$ cat config.mk
export PLATFORM = sky130hd
export DESIGN_NAME = hcall_proxy
export DESIGN_NICKNAME = d
export VERILOG_FILES = /design/src/rtl/hcall_pkg.sv /design/src/rtl/hcall_wr_engine.sv /design/src/rtl/hcall_ret_slave.sv /design/src/rtl/hcall_sequencer.sv /design/src/rtl/hcall_proxy.sv
export SDC_FILE = /design/constraint.sdc
export NUM_CORES = 1
export LEC_CHECK = 0
export BUFFER_PORTS_ARGS = -buffer_cell sky130_fd_sc_hd__clkbuf_2
export CAP_MARGIN = 15
export CORE_MARGIN = 3
export CORE_UTILIZATION = 35
export CTS_CLUSTER_SIZE = 8
export DETAILED_ROUTE_END_ITERATION = 12
export PLACE_DENSITY = 0.57
export REMOVE_ABC_BUFFERS = 1
export SLEW_MARGIN = 20
export SYNTH_ARGS = -nofsm -noshare
export SYNTH_HDL_FRONTEND = slang
export SYNTH_HIERARCHICAL = 1
export SYNTH_SLANG_ARGS = --single-unit
$ cat constraint.sdc
create_clock -name clk -period 6 [get_ports clk]
set_clock_uncertainty 0.1 [all_clocks]
set_input_delay 1.2 -clock clk [delete_from_list [all_inputs] [get_ports clk]]
set_output_delay 1.2 -clock clk [all_outputs]
set_load 0.01 [all_outputs]
$ cat src/rtl/hcall_pkg.sv
// Package: shared types and constants for the hardware call proxy.
// Assumes full-word (32-bit aligned) access on the return endpoint.
package hcall_pkg;

    // Phases of one outgoing call
    typedef enum logic [1:0] {
        PH_IDLE  = 2'd0,
        PH_ARGS  = 2'd1,
        PH_QUEST = 2'd2,
        PH_WAIT  = 2'd3
    } call_phase_t;

    // Byte offsets of the return endpoint registers
    localparam int unsigned RET_OFF_DATA   = 0;
    localparam int unsigned RET_OFF_ANSWER = 4;

    // AXI response code for success
    localparam logic [1:0] AXI_RESP_OKAY = 2'b00;

endpackage

$ cat src/rtl/hcall_wr_engine.sv
// Module: single-beat AXI4-Lite write engine.
// Takes one command (address, data) while idle, drives AW and W together,
// retires each channel on its own handshake, then waits for B.
// Assumes the remote slave returns exactly one B per write.
module hcall_wr_engine #(
    parameter int ADDR_W = 32,
    parameter int DATA_W = 32
) (
    input  logic              clk,
    input  logic              rst_n,
    input  logic              cmd_valid,
    output logic              cmd_ready,
    input  logic [ADDR_W-1:0] cmd_addr,
    input  logic [DATA_W-1:0] cmd_data,
    output logic              cmd_done,
    output logic              m_awvalid,
    input  logic              m_awready,
    output logic [ADDR_W-1:0] m_awaddr,
    output logic              m_wvalid,
    input  logic              m_wready,
    output logic [DATA_W-1:0] m_wdata,
    output logic [DATA_W/8-1:0] m_wstrb,
    input  logic              m_bvalid,
    output logic              m_bready
);
    logic pend_q;

    assign cmd_ready = !pend_q;
    assign m_bready  = pend_q && !m_awvalid && !m_wvalid;
    assign cmd_done  = m_bvalid && m_bready;
    assign m_wstrb   = '1;

    // Launch a write on command, retire AW/W on handshake, end on B
    always_ff @(posedge clk) begin
        if (!rst_n) begin
            pend_q    <= 1'b0;
            m_awvalid <= 1'b0;
            m_wvalid  <= 1'b0;
            m_awaddr  <= '0;
            m_wdata   <= '0;
        end else if (cmd_valid && !pend_q) begin
            pend_q    <= 1'b1;
            m_awvalid <= 1'b1;
            m_wvalid  <= 1'b1;
            m_awaddr  <= cmd_addr;
            m_wdata   <= cmd_data;
        end else begin
            if (m_awvalid && m_awready) m_awvalid <= 1'b0;
            if (m_wvalid && m_wready)   m_wvalid  <= 1'b0;
            if (cmd_done)               pend_q    <= 1'b0;
        end
    end

    AST_AW_HOLD: assert property (@(posedge clk) disable iff (!rst_n)
        m_awvalid && !m_awready |=> m_awvalid && $stable(m_awaddr));
    AST_W_HOLD: assert property (@(posedge clk) disable iff (!rst_n)
        m_wvalid && !m_wready |=> m_wvalid && $stable(m_wdata));
    AST_ONE_OUTSTANDING: assert property (@(posedge clk) disable iff (!rst_n)
        $rose(m_awvalid) |-> !$past(pend_q));

endmodule

$ cat src/rtl/hcall_ret_slave.sv
// Module: return endpoint, a write-only AXI4-Lite slave with a result word
// and an answer word. Writes are taken only when AW and W are both valid.
// While not armed, writes are acknowledged and dropped.
// Assumes writers hold valid until ready; byte strobes are not used.
module hcall_ret_slave #(
    parameter int S_ADDR_W = 4,
    parameter int DATA_W   = 32
) (
    input  logic                clk,
    input  logic                rst_n,
    input  logic                armed,
    input  logic                s_awvalid,
    output logic                s_awready,
    input  logic [S_ADDR_W-1:0] s_awaddr,
    input  logic                s_wvalid,
    output logic                s_wready,
    input  logic [DATA_W-1:0]   s_wdata,
    output logic                s_bvalid,
    input  logic                s_bready,
    output logic [1:0]          s_bresp,
    output logic [DATA_W-1:0]   ret_value,
    output logic                a_evt
);
    import hcall_pkg::*;

    localparam logic [S_ADDR_W-1:0] OFF_D = S_ADDR_W'(RET_OFF_DATA);
    localparam logic [S_ADDR_W-1:0] OFF_A = S_ADDR_W'(RET_OFF_ANSWER);

    logic take;

    assign take      = s_awvalid && s_wvalid && !s_bvalid;
    assign s_awready = take;
    assign s_wready  = take;
    assign s_bresp   = AXI_RESP_OKAY;
    assign a_evt     = take && armed && (s_awaddr == OFF_A) && (s_wdata != '0);

    // Store the result word when a call is outstanding
    always_ff @(posedge clk) begin
        if (!rst_n)
            ret_value <= '0;
        else if (take && armed && (s_awaddr == OFF_D))
            ret_value <= s_wdata;
    end

    // Raise one response per accepted write, drop it on ready
    always_ff @(posedge clk) begin
        if (!rst_n)
            s_bvalid <= 1'b0;
        else if (take)
            s_bvalid <= 1'b1;
        else if (s_bready)
            s_bvalid <= 1'b0;
    end

    AST_B_HOLD: assert property (@(posedge clk) disable iff (!rst_n)
        s_bvalid && !s_bready |=> s_bvalid);
    AST_IDLE_KEEPS_RESULT: assert property (@(posedge clk) disable iff (!rst_n)
        !armed |=> $stable(ret_value));

endmodule

$ cat src/rtl/hcall_sequencer.sv
// Module: call sequencer. Latches a request while idle, issues the argument
// writes in order, then the question write carrying the return endpoint id,
// then waits for a nonzero answer and emits a one-cycle done strobe.
// Assumes one command at a time is accepted by the write engine.
module hcall_sequencer #(
    parameter int ADDR_W    = 32,
    parameter int DATA_W    = 32,
    parameter int MAX_ARGS  = 4,
    parameter int ARGC_W    = 3,
    parameter logic [ADDR_W-1:0] RET_EP_ID = '0
) (
    input  logic                       clk,
    input  logic                       rst_n,
    input  logic                       req_start,
    input  logic [ADDR_W-1:0]          req_target,
    input  logic [ARGC_W-1:0]          req_argc,
    input  logic [MAX_ARGS*DATA_W-1:0] req_args,
    output logic                       busy,
    output logic                       done,
    output logic                       armed,
    output logic                       cmd_valid,
    input  logic                       cmd_ready,
    output logic [ADDR_W-1:0]          cmd_addr,
    output logic [DATA_W-1:0]          cmd_data,
    input  logic                       cmd_done,
    input  logic                       a_evt
);
    import hcall_pkg::*;

    localparam int SLOT_SHIFT = $clog2(DATA_W/8);

    call_phase_t                phase_q;
    logic [ADDR_W-1:0]          tgt_q;
    logic [ARGC_W-1:0]          argc_q;
    logic [ARGC_W-1:0]          sent_q;
    logic [MAX_ARGS*DATA_W-1:0] args_q;
    logic                       issued_q;
    logic                       a_seen_q;
    logic [ARGC_W-1:0]          argc_in;
    logic [ADDR_W-1:0]          slot_off;

    // Clamp the requested count to the slot count
    always_comb begin
        argc_in = (req_argc > ARGC_W'(MAX_ARGS)) ? ARGC_W'(MAX_ARGS) : req_argc;
    end

    // Byte offset of the next parameter slot
    always_comb begin
        slot_off = (ADDR_W'(sent_q) + ADDR_W'(1)) << SLOT_SHIFT;
    end

    assign busy      = (phase_q != PH_IDLE);
    assign armed     = (phase_q == PH_QUEST) || (phase_q == PH_WAIT);
    assign cmd_valid = ((phase_q == PH_ARGS) || (phase_q == PH_QUEST)) && !issued_q;
    assign cmd_addr  = (phase_q == PH_QUEST) ? tgt_q : (tgt_q + slot_off);
    assign cmd_data  = (phase_q == PH_QUEST) ? RET_EP_ID : args_q[DATA_W-1:0];

    // Step through the call phases
    always_ff @(posedge clk) begin
        if (!rst_n) begin
            phase_q  <= PH_IDLE;
            tgt_q    <= '0;
            argc_q   <= '0;
            sent_q   <= '0;
            args_q   <= '0;
            issued_q <= 1'b0;
            a_seen_q <= 1'b0;
            done     <= 1'b0;
        end else begin
            done <= 1'b0;
            if (cmd_valid && cmd_ready) issued_q <= 1'b1;
            case (phase_q)
                PH_IDLE: begin
                    if (req_start) begin
                        tgt_q    <= req_target;
                        argc_q   <= argc_in;
                        args_q   <= req_args;
                        sent_q   <= '0;
                        issued_q <= 1'b0;
                        a_seen_q <= 1'b0;
                        phase_q  <= (argc_in == '0) ? PH_QUEST : PH_ARGS;
                    end
                end
                PH_ARGS: begin
                    if (cmd_done) begin
                        issued_q <= 1'b0;
                        sent_q   <= sent_q + ARGC_W'(1);
                        args_q   <= args_q >> DATA_W;
                        if ((sent_q + ARGC_W'(1)) == argc_q) phase_q <= PH_QUEST;
                    end
                end
                PH_QUEST: begin
                    if (a_evt) a_seen_q <= 1'b1;
                    if (cmd_done) begin
                        issued_q <= 1'b0;
                        if (a_seen_q || a_evt) begin
                            done    <= 1'b1;
                            phase_q <= PH_IDLE;
                        end else begin
                            phase_q <= PH_WAIT;
                        end
                    end
                end
                PH_WAIT: begin
                    if (a_evt) begin
                        done    <= 1'b1;
                        phase_q <= PH_IDLE;
                    end
                end
                default: phase_q <= PH_IDLE;
            endcase
        end
    end

    AST_DONE_ONE_CYCLE: assert property (@(posedge clk) disable iff (!rst_n)
        done |=> !done);
    AST_DONE_ENDS_CALL: assert property (@(posedge clk) disable iff (!rst_n)
        done |-> !busy && $past(busy));
    AST_START_WHILE_BUSY: assert property (@(posedge clk) disable iff (!rst_n)
        busy && req_start |=> $stable(tgt_q) && $stable(argc_q));

endmodule

$ cat src/rtl/hcall_proxy.sv
// Module: hardware function call proxy (top). Wires the sequencer, the
// write engine toward the callee and the return endpoint slave.
// Assumes the return endpoint region is mapped at RET_EP_ID by the system.
module hcall_proxy #(
    parameter int ADDR_W   = 32,
    parameter int DATA_W   = 32,
    parameter int MAX_ARGS = 4,
    parameter int S_ADDR_W = 4,
    parameter logic [ADDR_W-1:0] RET_EP_ID = 32'h4000_0000,
    localparam int ARGC_W  = $clog2(MAX_ARGS + 1)
) (
    input  logic                       clk,
    input  logic                       rst_n,
    input  logic                       req_start,
    input  logic [ADDR_W-1:0]          req_target,
    input  logic [ARGC_W-1:0]          req_argc,
    input  logic [MAX_ARGS*DATA_W-1:0] req_args,
    output logic                       call_busy,
    output logic                       call_done,
    output logic [DATA_W-1:0]          call_result,
    output logic                       m_awvalid,
    input  logic                       m_awready,
    output logic [ADDR_W-1:0]          m_awaddr,
    output logic                       m_wvalid,
    input  logic                       m_wready,
    output logic [DATA_W-1:0]          m_wdata,
    output logic [DATA_W/8-1:0]        m_wstrb,
    input  logic                       m_bvalid,
    output logic                       m_bready,
    input  logic                       s_awvalid,
    output logic                       s_awready,
    input  logic [S_ADDR_W-1:0]        s_awaddr,
    input  logic                       s_wvalid,
    output logic                       s_wready,
    input  logic [DATA_W-1:0]          s_wdata,
    output logic                       s_bvalid,
    input  logic                       s_bready,
    output logic [1:0]                 s_bresp
);
    logic              armed;
    logic              cmd_valid;
    logic              cmd_ready;
    logic [ADDR_W-1:0] cmd_addr;
    logic [DATA_W-1:0] cmd_data;
    logic              cmd_done;
    logic              a_evt;

    hcall_sequencer #(
        .ADDR_W(ADDR_W), .DATA_W(DATA_W), .MAX_ARGS(MAX_ARGS),
        .ARGC_W(ARGC_W), .RET_EP_ID(RET_EP_ID)
    ) i_seq (
        .clk(clk), .rst_n(rst_n),
        .req_start(req_start), .req_target(req_target),
        .req_argc(req_argc), .req_args(req_args),
        .busy(call_busy), .done(call_done), .armed(armed),
        .cmd_valid(cmd_valid), .cmd_ready(cmd_ready),
        .cmd_addr(cmd_addr), .cmd_data(cmd_data),
        .cmd_done(cmd_done), .a_evt(a_evt)
    );

    hcall_wr_engine #(.ADDR_W(ADDR_W), .DATA_W(DATA_W)) i_wr (
        .clk(clk), .rst_n(rst_n),
        .cmd_valid(cmd_valid), .cmd_ready(cmd_ready),
        .cmd_addr(cmd_addr), .cmd_data(cmd_data), .cmd_done(cmd_done),
        .m_awvalid(m_awvalid), .m_awready(m_awready), .m_awaddr(m_awaddr),
        .m_wvalid(m_wvalid), .m_wready(m_wready), .m_wdata(m_wdata),
        .m_wstrb(m_wstrb), .m_bvalid(m_bvalid), .m_bready(m_bready)
    );

    hcall_ret_slave #(.S_ADDR_W(S_ADDR_W), .DATA_W(DATA_W)) i_ret (
        .clk(clk), .rst_n(rst_n), .armed(armed),
        .s_awvalid(s_awvalid), .s_awready(s_awready), .s_awaddr(s_awaddr),
        .s_wvalid(s_wvalid), .s_wready(s_wready), .s_wdata(s_wdata),
        .s_bvalid(s_bvalid), .s_bready(s_bready), .s_bresp(s_bresp),
        .ret_value(call_result), .a_evt(a_evt)
    );

endmodule

==> summary.txt, run 1 <==
Synthesis
  • Synth cell count leaders: dfxtp_1, nand2_1, mux2i_1
  • FFs w/ async S/R, synth: 0
  • Flip-flop and latch count after synthesis: 271
  • Sequential share of the synthesized area: 0.420
  • Synth Flop Type: dfxtp_1
  • Mapped Cells: 1,338
  • Syn Std Cell Area: 12,900 um^2
  • Cell taking the most area after synthesis: dfxtp_1
  • Count leader, synth: dfxtp_1
  • Post-synth cell types: 64
  • YS warnings: 6
  • Synth top area share: 0.420
  • Mean post-synth cell area: 9.66 um^2
  • Top post-synthesis cells by area: dfxtp_1, mux2i_1, a211oi_2
  • Post-synth EDFFs: 0

CTS
  • Sink Count: 271
  • Post-CTS sizing: 0
  • # Post-CTS Setup Buffers: 0
  • Num CTS Buffers: 39
  • CTS tree: done
  • H-Tree Level Count: 2
  • CTS Hold Bufs: 0
  • Longest Clk Path Bufs: 3
  • Clock latency on the worst-skew pair: 520 ps
  • Clock transition at the registers of the reported paths: 50 ps
  • Clock Root Buffer: clkbuf_16

Floorplanning
  • Initial core utilization: 0.359
  • Die footprint: 39,300 um^2
  • CORE AREA: 36,000 um^2
  • Chip height: 198 um
  • I/O pin cnt: 318
  • Die Wd: 198 um
  • Row count: 69

Timing
  • # setup viols final: 0
  • TNS Setup: 0 ps
  • Worst-margin pin slew: 1100 ps
  • Period utilization: 0.620
  • Pins Over Slew Limit: 0
  • Min Tclk post-route: 3720 ps
  • Slack of the critical path: 2280 ps
  • Fmax: 269 MHz
  • Unrepaired setup endpoints after global routing: no
  • Max-slew headroom: 0.264
  • Final hold vios: 0

Final layout
  • Layout cells sized above 1: 0.335
  • P&R area growth vs syn: 20.7%
  • Final cell count without fillers: 2,050
  • # nets final: 1,806
  • N_diodes: 0
  • Final Cell Area: 15,600 um^2

Flow run
  • Max-cap violations: 0

Power and ir drop
  • PwrDens: 495 nW/um^2
  • Max VDD drop: 0.262 mV
  • Pwr Total: 7.72 mW
  • Leak pwr: 6.23 nW

Placed design
  • Gpl congestion: 0.781
  • Worst slack, placed: 2300 ps
  • Input/output buffers: 311
  • Placed instance area: 14,600 um^2
  • Placed cell count: 2,007
  • DP HPWL: 22,900 um

Route
  • Routed WL: 34,300 um
  • Drt pass-1 iters: 5
  • Routed WL per cell: 16.7 um
  • Vias per Instance: 5.07
  • Routed Antenna Nets: 0
  • DR iter-0 viols: 438
  • DRC: 0
  • Via Count: 10,400

Setup path
  • Worst-path fanout max: 35
  • Slowest cell on crit path: buf_4
  • Crit end category: output port
  • CP cell instances: clkbuf_2 -> nand3b_1 -> buf_4 -> clkinv_1 -> buf_4 -> clkbuf_2
  • Worst Setup Path Type: in -> out
  • Required time worst endpoint: 4700 ps
  • Max stage delay on crit path: 470 ps
  • Crit-path leading delay family: buffers and inverters
  • Bufs and invs on worst path: 5
  • CP startpoint kind: input port
  • WP data arrival: 2420 ps

GRT
  • Grt total ovfl: 0
  • Total GRT Usage: 0.167
  • Initial antenna violation count: 2
  • First-pass GRT wire length: 53,700 um
  • Vias in the first global route: 10,200
  • Largest net degree at the start of global routing: 79

Worst hold path
  • Tightest Hold Check Type: reg -> reg

Outcome
  • Status: finished, final reports clean
-- tightest hold or removal path, delay by kind of cell (launching register included) --
kind          cells  cell delay (ps)
mux               1               50
simple gates      1               50
flops             1              300
-- cells in the final DEF (no fill, tap or decap), types with 12 or more instances in the layout --
master,Yosys,final
nor2b_1,37,36
buf_4,13,16
nand2_1,206,205
nor2_1,104,104
clkbuf_2,0,310
a211oi_2,70,70
o31ai_2,30,30
dfxtp_1,271,271
o221a_2,33,33
xor2_1,19,19
nand4_1,42,42
a211oi_1,27,27
mux2i_1,162,162
inv_1,19,18
a21oi_1,78,78
clkbuf_16,0,40
xnor2_1,12,12
-- power by group --
part	internal, mW	leakage (nW)	switching (mW)
Combinational	1.31	3.50	1.76
Clock	1.17	0.506	0.755
Sequential	2.40	2.22	0.319
Total	4.89	6.23	2.83
-- worst paths after layout --
path | start | end | slack [ps] | cells past startpoint
worst max register to register | i_seq/phase_q[0] | i_seq/phase_q[1] | 2630 | 11
worst min-delay path | i_wr/m_awaddr[20] | i_wr/m_awaddr[20] | 360 | 2
worst min register to register | i_wr/m_awaddr[20] | i_wr/m_awaddr[20] | 360 | 2
worst max-delay path | s_awvalid | s_wready | 2280 | 6
-- cell families after synthesis --
logic type                 share of synthesized area
xor gates and xnor gates                      0.0228
muxes                                          0.126
and+or+nand+nor                                0.169
buffers and inverters                         0.0642
DFF                                            0.420
AOI/OAI and AO/OA                              0.187
other                                       0.000581
adders and majority gates                     0.0112
-- layer usage --
layer  vias up  global-route usage  part of all wire
met5         -                   0           0.00079
met4         4              0.0385             0.016
met3        48              0.0567             0.090
met2       294               0.273              0.46
met1      4808               0.214              0.43
li1       5236                   -                 -
-- layout make-up --
class | count | area (um^2)
fillers | 3606 | 20400
multi-input cells | 925 | 6730
flip-flops and latches | 271 | 5430
repair buffers | 330 | 1750
clock buffers | 41 | 1000
well taps | 461 | 577
inverters | 20 | 80.1
clock inverters | 2 | 25.0
-- stage by stage --
stage	hold slack, ps	util
2_1_floorplan	337	-
3_3_place_gp	341	0.405
3_5_place_dp	348	0.405
4_1_cts	358	0.433
5_1_grt	371	0.433
6_report	356	0.433
-- state kept, by name, indices dropped and copies added (netlist names), 2 cells and up --
register,count
i_ret/ret_value,32
i_seq/argc_q,3
i_seq/args_q,128
i_seq/phase_q,2
i_seq/sent_q,3
i_seq/tgt_q,32
i_wr/m_awaddr,32
i_wr/m_wdata,32
No activity file was read; power rests on OpenSTA's default activity.
==> inputs of run 2 (changes only) <==
--- a/config.mk
+++ b/config.mk
@@ -11,7 +11,7 @@
 export CORE_UTILIZATION = 35
 export CTS_CLUSTER_SIZE = 8
 export DETAILED_ROUTE_END_ITERATION = 12
-export PLACE_DENSITY = 0.57
+export PLACE_DENSITY = 0.59
 export REMOVE_ABC_BUFFERS = 1
 export SLEW_MARGIN = 20
 export SYNTH_ARGS = -nofsm -noshare
==> constraint.sdc (replaced) <==
create_clock -name clk -period 3.4 [get_ports clk]
set_clock_uncertainty 0.1 [all_clocks]
set_input_delay 0.68 -clock clk [delete_from_list [all_inputs] [get_ports clk]]
set_output_delay 0.68 -clock clk [all_outputs]
set_load 0.01 [all_outputs]
==> run 2 against run 1 <==
- non-clock buffer count rose by 4
- combinational power rose by 76%
- total power up 76%
- worst hold slack got worse by 93 ps
- utilization is 0.080 points higher
- global-route usage up 0.38 points
- worst setup slack lost 1500 ps
- sequential cell count is the same
- largest power group unchanged
- critical path type is now reg -> reg
- first-iteration DRC count down 24%
- cell area is 0.18% higher
==> summary.txt, run 2 (same netlist as run 1, synthesis figures left out) <==
Outcome
  • Status: finished, final reports clean

Final layout
  • Layout cells sized above 1: 0.336
  • Biggest register: i_seq/args_q
  • Most common cell after layout, fill and taps aside: clkbuf_2
  • Final Cell Area: 15,600 um^2
  • N_diodes: 0
  • # nets final: 1,810
  • Max FFs per register: 128
  • Final cell count without fillers: 2,054
  • Most frequent cells in the layout: clkbuf_2, dfxtp_1, nand2_1
  • P&R area growth vs syn: 20.9%

Setup path
  • Worst Setup Path Type: reg -> reg
  • Reg2reg setup slack: 770 ps
  • Critical R2R Launch: i_seq/sent_q[0]
  • CP startpoint: i_seq/sent_q[0]
  • Worst-path fanout max: 7
  • CP startpoint kind: register
  • WP data arrival: 2990 ps
  • Crit end category: register
  • Required time worst endpoint: 3760 ps

Power and ir drop
  • Internal power: 8.55 mW
  • Max VDD drop: 0.600 mV
  • Leak pwr: 6.25 nW
  • Pwr Total: 13.6 mW
  • Gate power share: 0.398
  • Switching Share: 0.370
  • NetSw: 5.03 mW
  • PwrDens: 869 nW/um^2
  • Clock Power Share: 0.248
  • Flop pwr share: 0.354

Route
  • Drt pass-1 iters: 4
  • Routed WL: 34,800 um
  • Via Count: 10,400
  • Vias per Instance: 5.07
  • DRC: 0
  • Routed Antenna Nets: 0
  • Routed WL per cell: 17.0 um
  • DR iter-0 viols: 335

GRT
  • Initial antenna violation count: 0
  • Most used routing layer: met2
  • Global routing met1 resource utilization: 0.216
  • Vias in the first global route: 10,200
  • Grt met2 use: 0.276
  • Grt total ovfl: 0
  • Total GRT Usage: 0.171
  • First-pass GRT wire length: 54,100 um
  • Grt met3 use: 0.0548
  • Largest net degree at the start of global routing: 140

CTS
  • Clock latency on the worst-skew pair: 540 ps
  • CTS Hold Bufs: 0
  • CTS tree: done
  • Num CTS Buffers: 39
  • Post-CTS sizing: 0
  • # Post-CTS Setup Buffers: 0
  • Clock Root Buffer: clkbuf_16
  • Longest Clk Path Bufs: 3
  • Sink Count: 271
  • H-Tree Level Count: 2
  • Clock transition at the registers of the reported paths: 50 ps

Placed design
  • DP HPWL: 23,100 um
  • Input/output buffers: 311
  • Gpl congestion: 0.785
  • Placed instance area: 14,600 um^2
  • Placed cell count: 2,011
  • Worst slack, placed: 697 ps

Floorplanning
  • Die Wd: 198 um
  • Row count: 69
  • CORE AREA: 36,000 um^2
  • Chip height: 198 um
  • I/O pin cnt: 318
  • Initial core utilization: 0.359
  • Die footprint: 39,300 um^2

Timing
  • Unrepaired setup endpoints after global routing: no
  • Fmax: 380 MHz
  • Worst-margin pin slew: 1080 ps
  • Min Tclk post-route: 2630 ps
  • # setup viols final: 0
  • Final hold vios: 0
  • Slack of the critical path: 767 ps
  • Max-slew headroom: 0.282
  • Hold slack final: 264 ps
  • Period utilization: 0.775
  • Pins Over Slew Limit: 0

Worst hold path
  • Tightest Hold Check Type: in -> reg
  • Hold_sp: req_target[22]

Flow run
  • Max-cap violations: 0
==> run 2: cell types whose count changed in the layout (fill, tap and decap cells not counted), sizes merged <==
cell,before,now
inv,20,22
clkinv,2,1
buf,20,24
clkbuf,351,350
==> run 2: routing by layer <==
metal  up-vias  part of all wire  wire length (um)
met4         0             0.025               862
met2       298              0.45             15800
met3        54             0.082              2870
li1       5253                 -                 -
met5         -                 0                 0
met1      4815              0.44             15300
==> run 2: path summary, 6_finish.rpt <==
path,end,cells past startpoint
setup / recovery,i_wr/m_awaddr[31],9
hold / removal,i_seq/tgt_q[22],3
setup reg to reg,i_wr/m_awaddr[31],9
hold reg to reg,i_wr/m_awaddr[16],2
==> run 2: cell type report <==
class                      count  area [um^2]
clock buffer                  40          980
clock inverter                 3         26.3
fill                        3534        20400
inverter                      20         80.1
multi-input combinational    925         6730
sequential                   271         5430
tap                          461          577
timing repair buffer         334         1810
==> run 2: through the flow <==
step           TNS (ps)  utilization
6_report              0        0.434
5_1_grt               0        0.434
4_1_cts               0        0.434
3_5_place_dp          0        0.406
3_3_place_gp          0        0.406
2_1_floorplan   -857490            -
==> run 2: power groups by stage <==
stage / clock network (mW) / logic, mW / registers, mW
after detailed placement: 0 / 5.48 / 4.87
after global placement: 0 / 5.37 / 4.83
after CTS: 3.51 / 5.50 / 4.81
after floorplan: 0 / 3.30 / 4.34
after global routing: 3.61 / 6.00 / 4.94
final: 3.37 / 5.41 / 4.80
==> run 2: critical path, cell delays in order (launching register included) <==
cell      delay, ps
dfxtp_1         330
ha_1            280
xor2_1          170
ha_1            340
nand3b_1        110
o22ai_1         590
nand4_1         190
xnor2_1         200
nand2_1          90
mux2i_1         140
==> inputs of run 3 (changes only) <==
--- a/config.mk
+++ b/config.mk
@@ -5,13 +5,14 @@
 export SDC_FILE = /design/constraint.sdc
 export NUM_CORES = 1
 export LEC_CHECK = 0
+export ABC_AREA = 1
 export BUFFER_PORTS_ARGS = -buffer_cell sky130_fd_sc_hd__clkbuf_2
 export CAP_MARGIN = 15
 export CORE_MARGIN = 3
 export CORE_UTILIZATION = 35
 export CTS_CLUSTER_SIZE = 8
 export DETAILED_ROUTE_END_ITERATION = 12
-export PLACE_DENSITY = 0.59
+export PLACE_DENSITY = 0.6
 export REMOVE_ABC_BUFFERS = 1
 export SLEW_MARGIN = 20
 export SYNTH_ARGS = -nofsm -noshare
==> constraint.sdc (replaced) <==
create_clock -name clk -period 2.15 [get_ports clk]
set_clock_uncertainty 0.1 [all_clocks]
set_input_delay 0.43 -clock clk [delete_from_list [all_inputs] [get_ports clk]]
set_output_delay 0.43 -clock clk [all_outputs]
set_load 0.01 [all_outputs]
==> run 3 against run 2 <==
- the flow now finishes with violations (negative setup slack)
- register-to-register slack got worse by 780 ps
- fmax rose by 22%
- total power rose by 77%
- sequential share of layout area fell by 0.26 points
- die area fell by 5.3%
- area after synthesis fell by 5.4%
- critical path type unchanged
==> summary.txt, run 3 <==
Floorplanning
  • Initial core utilization: 0.360
  • Row count: 67
  • CORE AREA: 34,000 um^2
  • Chip height: 193 um
  • Die Wd: 193 um
  • I/O pin cnt: 318
  • Die footprint: 37,200 um^2

Route
  • Vias per Instance: 4.81
  • DRC: 0
  • Routed WL: 36,600 um
  • Drt pass-1 iters: 7
  • DR iter-0 viols: 611
  • Via Count: 12,000
  • Routed Antenna Nets: 0
  • Routed WL per cell: 14.6 um

GRT
  • Largest net degree at the start of global routing: 111
  • Grt total ovfl: 0
  • Initial antenna violation count: 3
  • Total GRT Usage: 0.187
  • First-pass GRT wire length: 56,800 um
  • Vias in the first global route: 11,100

Setup path
  • CP startpoint kind: register
  • WP data arrival: 2460 ps
  • Slowest cell on crit path: fa_2
  • Bufs and invs on worst path: 3
  • Worst-path fanout max: 8
  • Required time worst endpoint: 2440 ps
  • Crit end category: register
  • Crit-path leading delay family: adder cells
  • CP cell instances: ha_4 -> inv_4 -> fa_2 -> inv_2 -> nand2_2 -> nand3_4 -> nand3_4 -> nor2_4 -> buf_6 -> nand3_2 -> nand2_1 -> nand2_1 -> o21ai_1 -> nor2_1
  • Max stage delay on crit path: 380 ps
  • Worst Setup Path Type: reg -> reg

CTS
  • Clock transition at the registers of the reported paths: 60 ps
  • Clock Root Buffer: clkbuf_16
  • CTS Hold Bufs: 0
  • Sink Count: 271
  • H-Tree Level Count: 2
  • Clock latency on the worst-skew pair: 520 ps
  • Num CTS Buffers: 39
  • CTS tree: done
  • Longest Clk Path Bufs: 3

Synthesis
  • Top post-synthesis cells by area: dfxtp_1, nand2_1, nor2_1
  • Mapped Cells: 1,754
  • Post-synth EDFFs: 0
  • FFs w/ async S/R, synth: 0
  • YS warnings: 6
  • Cell taking the most area after synthesis: dfxtp_1
  • Mean post-synth cell area: 6.97 um^2
  • Syn Std Cell Area: 12,200 um^2
  • Sequential share of the synthesized area: 0.444
  • Synth cell count leaders: nand2_1, nor2_1, dfxtp_1
  • Count leader, synth: nand2_1
  • Synth Flop Type: dfxtp_1
  • Synth top area share: 0.444
  • Post-synth cell types: 39
  • Flip-flop and latch count after synthesis: 271

Final layout
  • Area of the multi-input gates: 5880 um^2
  • Register area: 5430 um^2
  • Layout fillers: 3,519
  • Final core occ: 0.464
  • Most common cell after layout, fill and taps aside: nand2_1
  • Final Cell Area: 15,800 um^2
  • P&R area growth vs syn: 28.9%
  • Most frequent cells in the layout: nand2_1, nor2_1, clkbuf_2
  • Biggest register: i_seq/args_q
  • Max FFs per register: 128
  • # nets final: 2,273
  • Layout cells sized above 1: 0.238

Placed design
  • Input/output buffers: 311
  • Placed instance area: 14,300 um^2
  • DP HPWL: 24,700 um
  • Gpl congestion: 0.818

Timing
  • Slack of the critical path: -12.9 ps
  • Max-slew headroom: 0.653
  • Unrepaired setup endpoints after global routing: yes
  • Min Tclk post-route: 2160 ps
  • # setup viols final: 2
  • Period utilization: 1.01
  • Fmax: 462 MHz
  • Worst-margin pin slew: 521 ps
  • Pins Over Slew Limit: 0
  • Final hold vios: 0

Power and ir drop
  • Max VDD drop: 1.11 mV
  • PwrDens: 1520 nW/um^2
  • Leak pwr: 7.12 nW
  • Pwr Total: 24.0 mW

Outcome
  • Status: finished with violations
  • Violated checks: negative setup slack

Flow run
  • Max-cap violations: 0

Worst hold path
  • Tightest Hold Check Type: in -> reg
[run 3: stage by stage]
stage | setup WS, ps | setup TNS [ps] | hold WS [ps] | std cells
after detailed placement | -219 | -2470 | 355 | 2452
final | -12.9 | -13.3 | 61.2 | 2507
after floorplan | -5380 | -682210 | 338 | 1632
after global placement | -154 | -1220 | 352 | 2452
after CTS | 0.725 | 0 | 34.2 | 2495
after global routing | -132 | -1370 | 44.5 | 2506
[run 3: final cells by class]
cell class | instances | share of cell area
diodes | 3 | 0.000476
clock buffers | 41 | 0.0637
clock inverters | 2 | 0.00159
inverters | 117 | 0.0283
multi-input cells | 1244 | 0.373
flip-flops and latches | 271 | 0.345
well taps | 448 | 0.0356
repair buffers | 381 | 0.152
[run 3: power breakdown]
part / switching, mW / total, mW / internal, mW
Combinational: 6.43 / 10.6 / 4.20
Sequential: 1.06 / 7.95 / 6.89
Clock: 2.12 / 5.38 / 3.27
Total: 9.61 / 24.0 / 14.4
[run 3: path summary, 6_finish.rpt]
kind                            end  cells past startpoint             start  slack, ps
setup reg to reg  i_wr/m_awaddr[22]                     14   i_seq/sent_q[0]        -10
hold / removal    i_seq/args_q[110]                      3     req_args[110]         60
setup / recovery  i_wr/m_awaddr[22]                     14   i_seq/sent_q[0]        -10
hold reg to reg     i_seq/args_q[6]                      2  i_seq/args_q[38]        360
[run 3: logic make-up (layout without fill, tap and decap cells)]
group	count (synthesis)	count (layout)	synth area share
AOI/OAI and AO/OA	349	349	0.155
xor gates and xnor gates	18	18	0.0129
adders and majority gates	11	11	0.0119
buffers and inverters	243	541	0.0949
DFF	271	271	0.444
other	2	9	0.000614
and+or+nand+nor	860	860	0.280
[run 3: per-layer routing]
layer  part of all wire  vias to the layer above  GRT usage
li1                   -                     6232          -
met1               0.44                     5427      0.241
met2               0.47                      323      0.311
met3              0.069                       64     0.0416
met4              0.023                        2     0.0583
met5            0.00025                        -          0
[run 3: what timing repair did]
action,in CTS,in global routing
buffers inserted,0,4
gates cloned,0,5
pin swaps,5,39
setup endpoints to repair,25,106
resized for setup,26,63
[run 3: tightest hold or removal path: stages]
cell      delay [ps]
clkbuf_2          80
nand3_1           70
a21oi_1           50
